**config.mk**
```make
export PLATFORM = sky130hd
export DESIGN_NAME = dqm_mapper
export DESIGN_NICKNAME = d
export VERILOG_FILES = /design/src/rtl/dqm_pkg.sv /design/src/rtl/dqm_route.sv /design/src/rtl/dqm_mode_track.sv /design/src/rtl/dqm_read_merge.sv /design/src/rtl/dqm_mapper.sv
export SDC_FILE = /design/constraint.sdc
export NUM_CORES = 1
export LEC_CHECK = 0
export BUFFER_PORTS_ARGS = -buffer_cell sky130_fd_sc_hd__buf_2
export CORE_MARGIN = 5
export CORE_UTILIZATION = 44
export CTS_CLUSTER_DIAMETER = 80
export DETAILED_ROUTE_END_ITERATION = 8
export GPL_TIMING_DRIVEN = 1
export HOLD_SLACK_MARGIN = 0.03
export PLACE_DENSITY = 0.81
export SYNTH_ARGS = -nofsm -noshare
export SYNTH_HDL_FRONTEND = slang
export SYNTH_SLANG_ARGS = --single-unit
```
**constraint.sdc**
```tcl
create_clock -name clk -period 3.1 [get_ports clk]
set_input_delay 0.62 -clock clk [delete_from_list [all_inputs] [get_ports clk]]
set_output_delay 0.62 -clock clk [all_outputs]
set_load 0.005 [all_outputs]
```
**src/rtl/dqm_pkg.sv**
```systemverilog
package dqm_pkg;
    localparam int BYTE_W = 8;

    localparam logic [BYTE_W-1:0] CMD_GENCFG  = 8'h17;
    localparam logic [BYTE_W-1:0] CMD_PINSTAT = 8'h11;
    localparam logic [BYTE_W-1:0] CMD_MEAS_LO = 8'h30;
    localparam logic [BYTE_W-1:0] CMD_MEAS_HI = 8'h3F;
    localparam logic [BYTE_W-1:0] CMD_SRAM_CTL = 8'h60;
    localparam logic [BYTE_W-1:0] CMD_SRAM_AL  = 8'h62;
    localparam logic [BYTE_W-1:0] CMD_SRAM_AH  = 8'h63;

    localparam int BIT_WIDE = 5;
    localparam int BIT_MBP  = 4;
    localparam int BIT_QIDX = 0;

    localparam logic [BYTE_W-1:0] IGNORED_BYTE = 8'hFF;

    typedef struct packed {
        logic              ignore;
        logic              sel_hi;
        logic [BYTE_W-1:0] cmd;
    } route_t;

    function automatic logic is_meas(input logic [BYTE_W-1:0] c);
        return (c >= CMD_MEAS_LO) && (c <= CMD_MEAS_HI);
    endfunction

    function automatic logic is_low_only(input logic [BYTE_W-1:0] c);
        return (c == CMD_SRAM_CTL) || (c == CMD_SRAM_AL) || (c == CMD_SRAM_AH);
    endfunction
endpackage

```
**src/rtl/dqm_route.sv**
```systemverilog
module dqm_route
    import dqm_pkg::*;
#(
    parameter int          TGT_W    = 7,
    parameter int          IDX_W    = 3,
    parameter logic [6:0]  BASE_TGT = 7'h20
) (
    input  logic [TGT_W-1:0]  target,
    input  logic [BYTE_W-1:0] cmd,
    input  logic [IDX_W-1:0]  idx,
    input  logic              wide,
    output route_t            route
);
    localparam int PAIR_SHIFT = 1;
    localparam int MEAS_SHIFT = 2;

    logic              tgt_match;
    logic [BYTE_W-1:0] idx_ext;
    logic [BYTE_W-1:0] idx_half;
    logic [BYTE_W-1:0] meas_step;
    logic [BYTE_W-1:0] meas_base;

    always_comb begin
        tgt_match = (target[TGT_W-1:1] == BASE_TGT[TGT_W-1:1]);
        idx_ext   = BYTE_W'(idx);
        idx_half  = BYTE_W'(idx >> PAIR_SHIFT);
        meas_step = BYTE_W'(idx >> MEAS_SHIFT) << 1;
        meas_base = {cmd[BYTE_W-1:1], 1'b0};

        route.ignore = !tgt_match || (wide && target[0]);
        route.sel_hi = 1'b0;
        route.cmd    = cmd;

        if (!wide) begin
            route.sel_hi = target[0];
            route.cmd    = cmd + idx_ext;
        end else if (is_meas(cmd)) begin
            route.sel_hi = cmd[0] ^ idx[1];
            route.cmd    = meas_base + meas_step + BYTE_W'(idx[0]);
        end else begin
            route.sel_hi = idx[0];
            route.cmd    = cmd + idx_half;
        end
    end
endmodule

```
**src/rtl/dqm_mode_track.sv**
```systemverilog
module dqm_mode_track
    import dqm_pkg::*;
(
    input  logic              clk,
    input  logic              rst_n,
    input  logic              lo_we,
    input  logic              hi_we,
    input  logic [BYTE_W-1:0] cmd,
    input  logic [BYTE_W-1:0] wdata,
    output logic              wide,
    output logic              mbp
);
    typedef struct packed {
        logic [1:0] wide_bit;
        logic [1:0] mbp_bit;
    } mode_state_t;

    mode_state_t st_d, st_q;

    always_comb begin
        st_d = st_q;
        if (cmd == CMD_GENCFG) begin
            if (lo_we) begin
                st_d.wide_bit[0] = wdata[BIT_WIDE];
                st_d.mbp_bit[0]  = wdata[BIT_MBP];
            end
            if (hi_we) begin
                st_d.wide_bit[1] = wdata[BIT_WIDE];
                st_d.mbp_bit[1]  = wdata[BIT_MBP];
            end
        end
    end

    always_ff @(posedge clk) begin
        if (!rst_n) st_q <= '0;
        else        st_q <= st_d;
    end

    assign wide = |st_q.wide_bit;
    assign mbp  = |st_q.mbp_bit;

    assert_wide_rise_R3: assert property (@(posedge clk) disable iff (!rst_n)
        $rose(wide) |-> $past((lo_we || hi_we) && cmd == CMD_GENCFG && wdata[BIT_WIDE]));

    assert_wide_fall_R4: assert property (@(posedge clk) disable iff (!rst_n)
        $fell(wide) |-> $past((lo_we || hi_we) && cmd == CMD_GENCFG && !wdata[BIT_WIDE]));
endmodule

```
**src/rtl/dqm_read_merge.sv**
```systemverilog
module dqm_read_merge
    import dqm_pkg::*;
(
    input  logic              ignore,
    input  logic              sel_hi,
    input  logic [BYTE_W-1:0] cmd,
    input  logic              wide,
    input  logic              mbp,
    input  logic [BYTE_W-1:0] lo_rdata,
    input  logic [BYTE_W-1:0] hi_rdata,
    output logic [BYTE_W-1:0] rbyte
);
    always_comb begin
        rbyte = sel_hi ? hi_rdata : lo_rdata;
        if (cmd == CMD_PINSTAT) begin
            rbyte[BIT_QIDX] = wide ? 1'b0 : sel_hi;
        end
        if (wide && cmd == CMD_GENCFG) begin
            rbyte[BIT_WIDE] = 1'b1;
            rbyte[BIT_MBP]  = mbp;
        end
        if (ignore) begin
            rbyte = IGNORED_BYTE;
        end
    end
endmodule

```
**src/rtl/dqm_mapper.sv**
```systemverilog
module dqm_mapper
    import dqm_pkg::*;
#(
    parameter int         TGT_W    = 7,
    parameter int         IDX_W    = 3,
    parameter logic [6:0] BASE_TGT = 7'h20
) (
    input  logic              clk,
    input  logic              rst_n,
    input  logic              txn_valid,
    input  logic [TGT_W-1:0]  txn_target,
    input  logic [7:0]        txn_cmd,
    input  logic              txn_write,
    input  logic [IDX_W-1:0]  txn_idx,
    input  logic [7:0]        txn_wdata,
    output logic [7:0]        lo_cmd,
    output logic              lo_we,
    output logic [7:0]        lo_wdata,
    input  logic [7:0]        lo_rdata,
    output logic [7:0]        hi_cmd,
    output logic              hi_we,
    output logic [7:0]        hi_wdata,
    input  logic [7:0]        hi_rdata,
    output logic              rd_valid,
    output logic [7:0]        rd_data,
    output logic              wide_mode,
    output logic              multibit_prio
);
    typedef struct packed {
        logic              rd_valid;
        logic [BYTE_W-1:0] rd_data;
    } rd_state_t;

    rd_state_t  st_d, st_q;
    route_t     route;
    logic       wr_ok;
    logic [BYTE_W-1:0] merged;

    dqm_route #(
        .TGT_W    (TGT_W),
        .IDX_W    (IDX_W),
        .BASE_TGT (BASE_TGT)
    ) u_route (
        .target (txn_target),
        .cmd    (txn_cmd),
        .idx    (txn_idx),
        .wide   (wide_mode),
        .route  (route)
    );

    always_comb begin
        wr_ok    = txn_valid && txn_write && !route.ignore;
        lo_we    = wr_ok && !route.sel_hi;
        hi_we    = wr_ok && route.sel_hi && !is_low_only(route.cmd);
        lo_cmd   = route.cmd;
        hi_cmd   = route.cmd;
        lo_wdata = txn_wdata;
        hi_wdata = txn_wdata;
    end

    dqm_mode_track u_mode (
        .clk   (clk),
        .rst_n (rst_n),
        .lo_we (lo_we),
        .hi_we (hi_we),
        .cmd   (route.cmd),
        .wdata (txn_wdata),
        .wide  (wide_mode),
        .mbp   (multibit_prio)
    );

    dqm_read_merge u_merge (
        .ignore   (route.ignore),
        .sel_hi   (route.sel_hi),
        .cmd      (route.cmd),
        .wide     (wide_mode),
        .mbp      (multibit_prio),
        .lo_rdata (lo_rdata),
        .hi_rdata (hi_rdata),
        .rbyte    (merged)
    );

    always_comb begin
        st_d          = st_q;
        st_d.rd_valid = txn_valid && !txn_write;
        if (txn_valid && !txn_write) begin
            st_d.rd_data = merged;
        end
    end

    always_ff @(posedge clk) begin
        if (!rst_n) st_q <= '0;
        else        st_q <= st_d;
    end

    assign rd_valid = st_q.rd_valid;
    assign rd_data  = st_q.rd_data;

    assert_rd_follows_R14: assert property (@(posedge clk) disable iff (!rst_n)
        (txn_valid && !txn_write) |=> rd_valid);

    assert_no_rd_on_write_R14: assert property (@(posedge clk) disable iff (!rst_n)
        (txn_valid && txn_write) |=> !rd_valid);

    assert_sram_hi_blocked_R11: assert property (@(posedge clk) disable iff (!rst_n)
        hi_we |-> !(hi_cmd == CMD_SRAM_CTL || hi_cmd == CMD_SRAM_AL || hi_cmd == CMD_SRAM_AH));

    assert_odd_no_write_R12: assert property (@(posedge clk) disable iff (!rst_n)
        (txn_valid && wide_mode && txn_target[0]) |-> (!lo_we && !hi_we));

    assert_odd_reads_ones_R12: assert property (@(posedge clk) disable iff (!rst_n)
        (txn_valid && !txn_write && wide_mode && txn_target[0]) |=> (rd_data == IGNORED_BYTE));

    assert_foreign_no_write_R13: assert property (@(posedge clk) disable iff (!rst_n)
        (txn_valid && txn_target[TGT_W-1:1] != BASE_TGT[TGT_W-1:1]) |-> (!lo_we && !hi_we));

    assert_pin_a0_wide_R8: assert property (@(posedge clk) disable iff (!rst_n)
        (txn_valid && !txn_write && wide_mode && !route.ignore && lo_cmd == CMD_PINSTAT)
        |=> !rd_data[BIT_QIDX]);
endmodule

```
==> flow_summary.toml <==
[min_path]
min_to = "u_mode.st_q[1]"
hold_path.class = "reg -> reg"
hold_start = "u_mode.st_q[1]"
hold_depth = 2

[floorplanning]
die_x_um = 69.4
start_util_pct = 46.1
die_h_um = 69.4
design.die.area_um2 = 4810
num_io_pins = 91
rows = 21
core_um2 = 3360

[final_layout]
final_area_um2 = 1970
nFillCells = 333
final_nets = 302
antenna_cells = 0
post-route-util_pct = 58.4
layout-drive-gt1-share_pct = 50.2
stdcell_count = 293
syn2layout_area_growth_pct = 26.8

[logic_synthesis]
synth_seq_cells = 13
synth.cell_area_um2 = 1550
synth_top_cell_by_area = "dfxtp_1"
ys.warnings.count = 0
ys_types = 55
synth.net_count = 234
synth-edff-count = 0
async_reset_ff_share_pct = 0
synth_top_area_share_pct = 16.8
avgSynthCellArea_um2 = 8.61
synth_ff_type = "dfxtp_1"
synth.area.top_cells = "dfxtp_1 (17%), buf_4 (13%), mux2i_1 (10%)"
ys_seq_area_share_pct = 16.8
syn_inst = 180

[status]
outcome = "complete, no violations"

[global_route]
grt_pass1_vias = 1438
grt_max_degree = 17
grt_usage_pct = 15.9
grt_overflow = 0
antenna_found_initial = 0
grt_first_pass_wirelength_um = 6480

[cts]
clockRootBuffer = "clkbuf_4"
clkTransAtPathRegs_ns = 0.09
ctsHtreeMaxLevel = 1
clock_latency_ns = 0.29
cts_tree = "built"
cts_made_buffers = 3
cts_sinks = 13
cts.path.max_buffers = 2

[pwr]
switching_power_uw = 175
combPwrFrac_pct = 45.3
powerDensity_nw_per_um2 = 268
p_int_uw = 352
leakagePower_uw = 0.000988
power_frac_seq_pct = 33.7
swShare_pct = 33.2
peakVddDrop_mv = 0.286
power_frac_clock_pct = 21.0

[worst_setup_path]
critPathLaunchType = "primary input"
critPathMaxFanout = 4
critPathRequiredTime_ns = 2.48
path_cells = "buf_6, ha_4, inv_2, fa_2, nor2b_4, o21a_4, a311o_1, and2_4, o211ai_1, nor2_1, a31oi_1, buf_2"
r2r-end = "rd_data[0]"
path_class = "in -> out"
arrival_ns = 2.39
cp_num_buf_inv = 3
cpPeakStageDelay_ns = 0.37
cp-end-kind = "output port"
slowest_stage = "a311o_1"
rrSetupSlack_ns = 0.77
r2r_cells = 11
r2r-start = "u_mode.st_q[3]"
cp_top_family = "compound AO/OA/AOI/OAI gates"

[run]
drv_cap = 0

[sta]
skew_ns = 0.0110
relSlewSlack_pct = 60.0
finalSetupViolations = 0
period_needed_ns = 3.01
worst_pin_slew_ns = 0.598
slew_violations = 0
finalHoldViolations = 0
fin_crit_sh_pct = 97.1
fmax_mhz = 332

[routing]
drtIter0Drc = 28
route.met2.wl_um = 1970
maxUsedRoutingLayer = "met4"
routed_wire_length_per_instance_um = 13.9
vias = 1551
first_pass_iters = 4
drc = 0
drt-vias-per-instance = 5.29
met1_length_um = 1730
route.met3.wl_um = 272
routed_wirelength_um = 4060
ant_nets = 0

[placement]
place_congestion = 0.834
portBuffers = 72
place_inst = 282
dpl-instance-area_um2 = 1840
dpl.hpwl_um = 3300
## worst reg2reg max path, cell delays in order (launching register included)
cell and delay (ns):
dfxtp_1 0.38, nor2_2 0.07, inv_2 0.21, a211oi_2 0.09, buf_4 0.16, o21a_1 0.22, nor4_4 0.34, buf_4 0.17
buf_4 0.10, and3_2 0.22, a41o_1 0.18, a31oi_1 0.08
## worst max path at each step
stage               start  depth (start not counted)  slack, ns     to
6_report       txn_cmd[0]                         12       0.09  hi_we
5_1_grt        txn_idx[1]                         10      -0.02  hi_we
4_1_cts        txn_cmd[0]                         11       0.03  hi_we
3_5_place_dp   txn_cmd[0]                         11      -0.07  hi_we
3_3_place_gp   txn_cmd[0]                         11      -0.02  hi_we
2_1_floorplan  txn_cmd[0]                          9       0.20  hi_we
## power by group through the flow
| stage | clock network, µW | logic (µW) | registers (µW) |
|---|---|---|---|
| after global routing | 123 | 263 | 179 |
| after CTS | 110 | 219 | 177 |
| after detailed placement | 0 | 217 | 181 |
| final | 111 | 239 | 177 |
| after global placement | 0 | 214 | 181 |
| after floorplan | 0 | 143 | 182 |
## area by class of cell
type	instances	area (µm²)	area share [%]
inverter	10	37.5	1.91
tap	46	57.6	2.93
sequential	13	260	13.2
multi-input combinational	126	1040	53.1
timing repair buffer	94	541	27.5
clock buffer	4	26.3	1.34
## logic make-up after synthesis
group                    synth area share (%)
AO/OA/AOI/OAI                            22.0
flip-flops                               16.8
buffers and inverters                    17.9
adder cells (fa/ha/maj)                  7.43
multiplexers                             11.3
XOR/XNOR                                 1.13
AND/OR/NAND/NOR                          23.5
## per-stage QoR
step | worst slack (ns) | total power [µW] | hold WS [ns] | TNS [ns]
finish | 0.0885 | 527 | 0.525 | 0
global route | -0.0167 | 564 | 0.558 | -0.0167
CTS | 0.0251 | 506 | 0.529 | 0
detailed placement | -0.0720 | 398 | 0.507 | -0.0720
global placement | -0.0236 | 395 | 0.489 | -0.0236
floorplan | 0.203 | 325 | 0.474 | 0
## metal layers
metal / up-vias / GRT usage (%)
met5: - / 0
met4: 0 / 5.42
met3: 10 / 4.06
met2: 59 / 27.3
met1: 709 / 19.0
li1: 773 / -
## timing repair
action | in CTS | in global routing
pin swaps | 2 | 11
hold buffers | 0 | 0
gates resized for setup | 2 | 13
buffers inserted | 0 | 7
endpoints found under the setup margin | 1 | 1
gates cloned | 0 | 0
## cell usage after synthesis (3+ instances only)
library cell  instances
buf_4                26
a31oi_1               3
nand3_1               3
o211ai_1              6
a21o_1                3
nor2_1                4
nor2b_1               6
nor4_1                4
ha_1                  6
mux2i_1              16
o21ai_0              10
dfxtp_1              13
a21oi_1               9
and2_1                3
and3_1                4
or2_2                 3
nand2_1               7
inv_1                 9
## flip-flops by register name, indices dropped and copies added (netlist names)
signal and cells:
rd_valid 1, u_mode.st_q 4, rd_data 8
## layout by cell type (no fill, tap or decap), drive strengths merged, types with 2 or more instances in the layout
master and count:
ha 6, o21a 4, inv 10, mux2i 16, nor2b 7, or3 2, and2 4, nor2 5
dfxtp 13, nand4 2, or2 3, a21o 3, o21ai 11, nor4 6, and4 3, a211oi 2
and3 5, o211ai 6, nand2 7, a21oi 9, nand3 3, a31oi 3, clkbuf 5, nor3 2
buf 93, fa 2
Note: power is estimated with default switching activity, not from simulation.
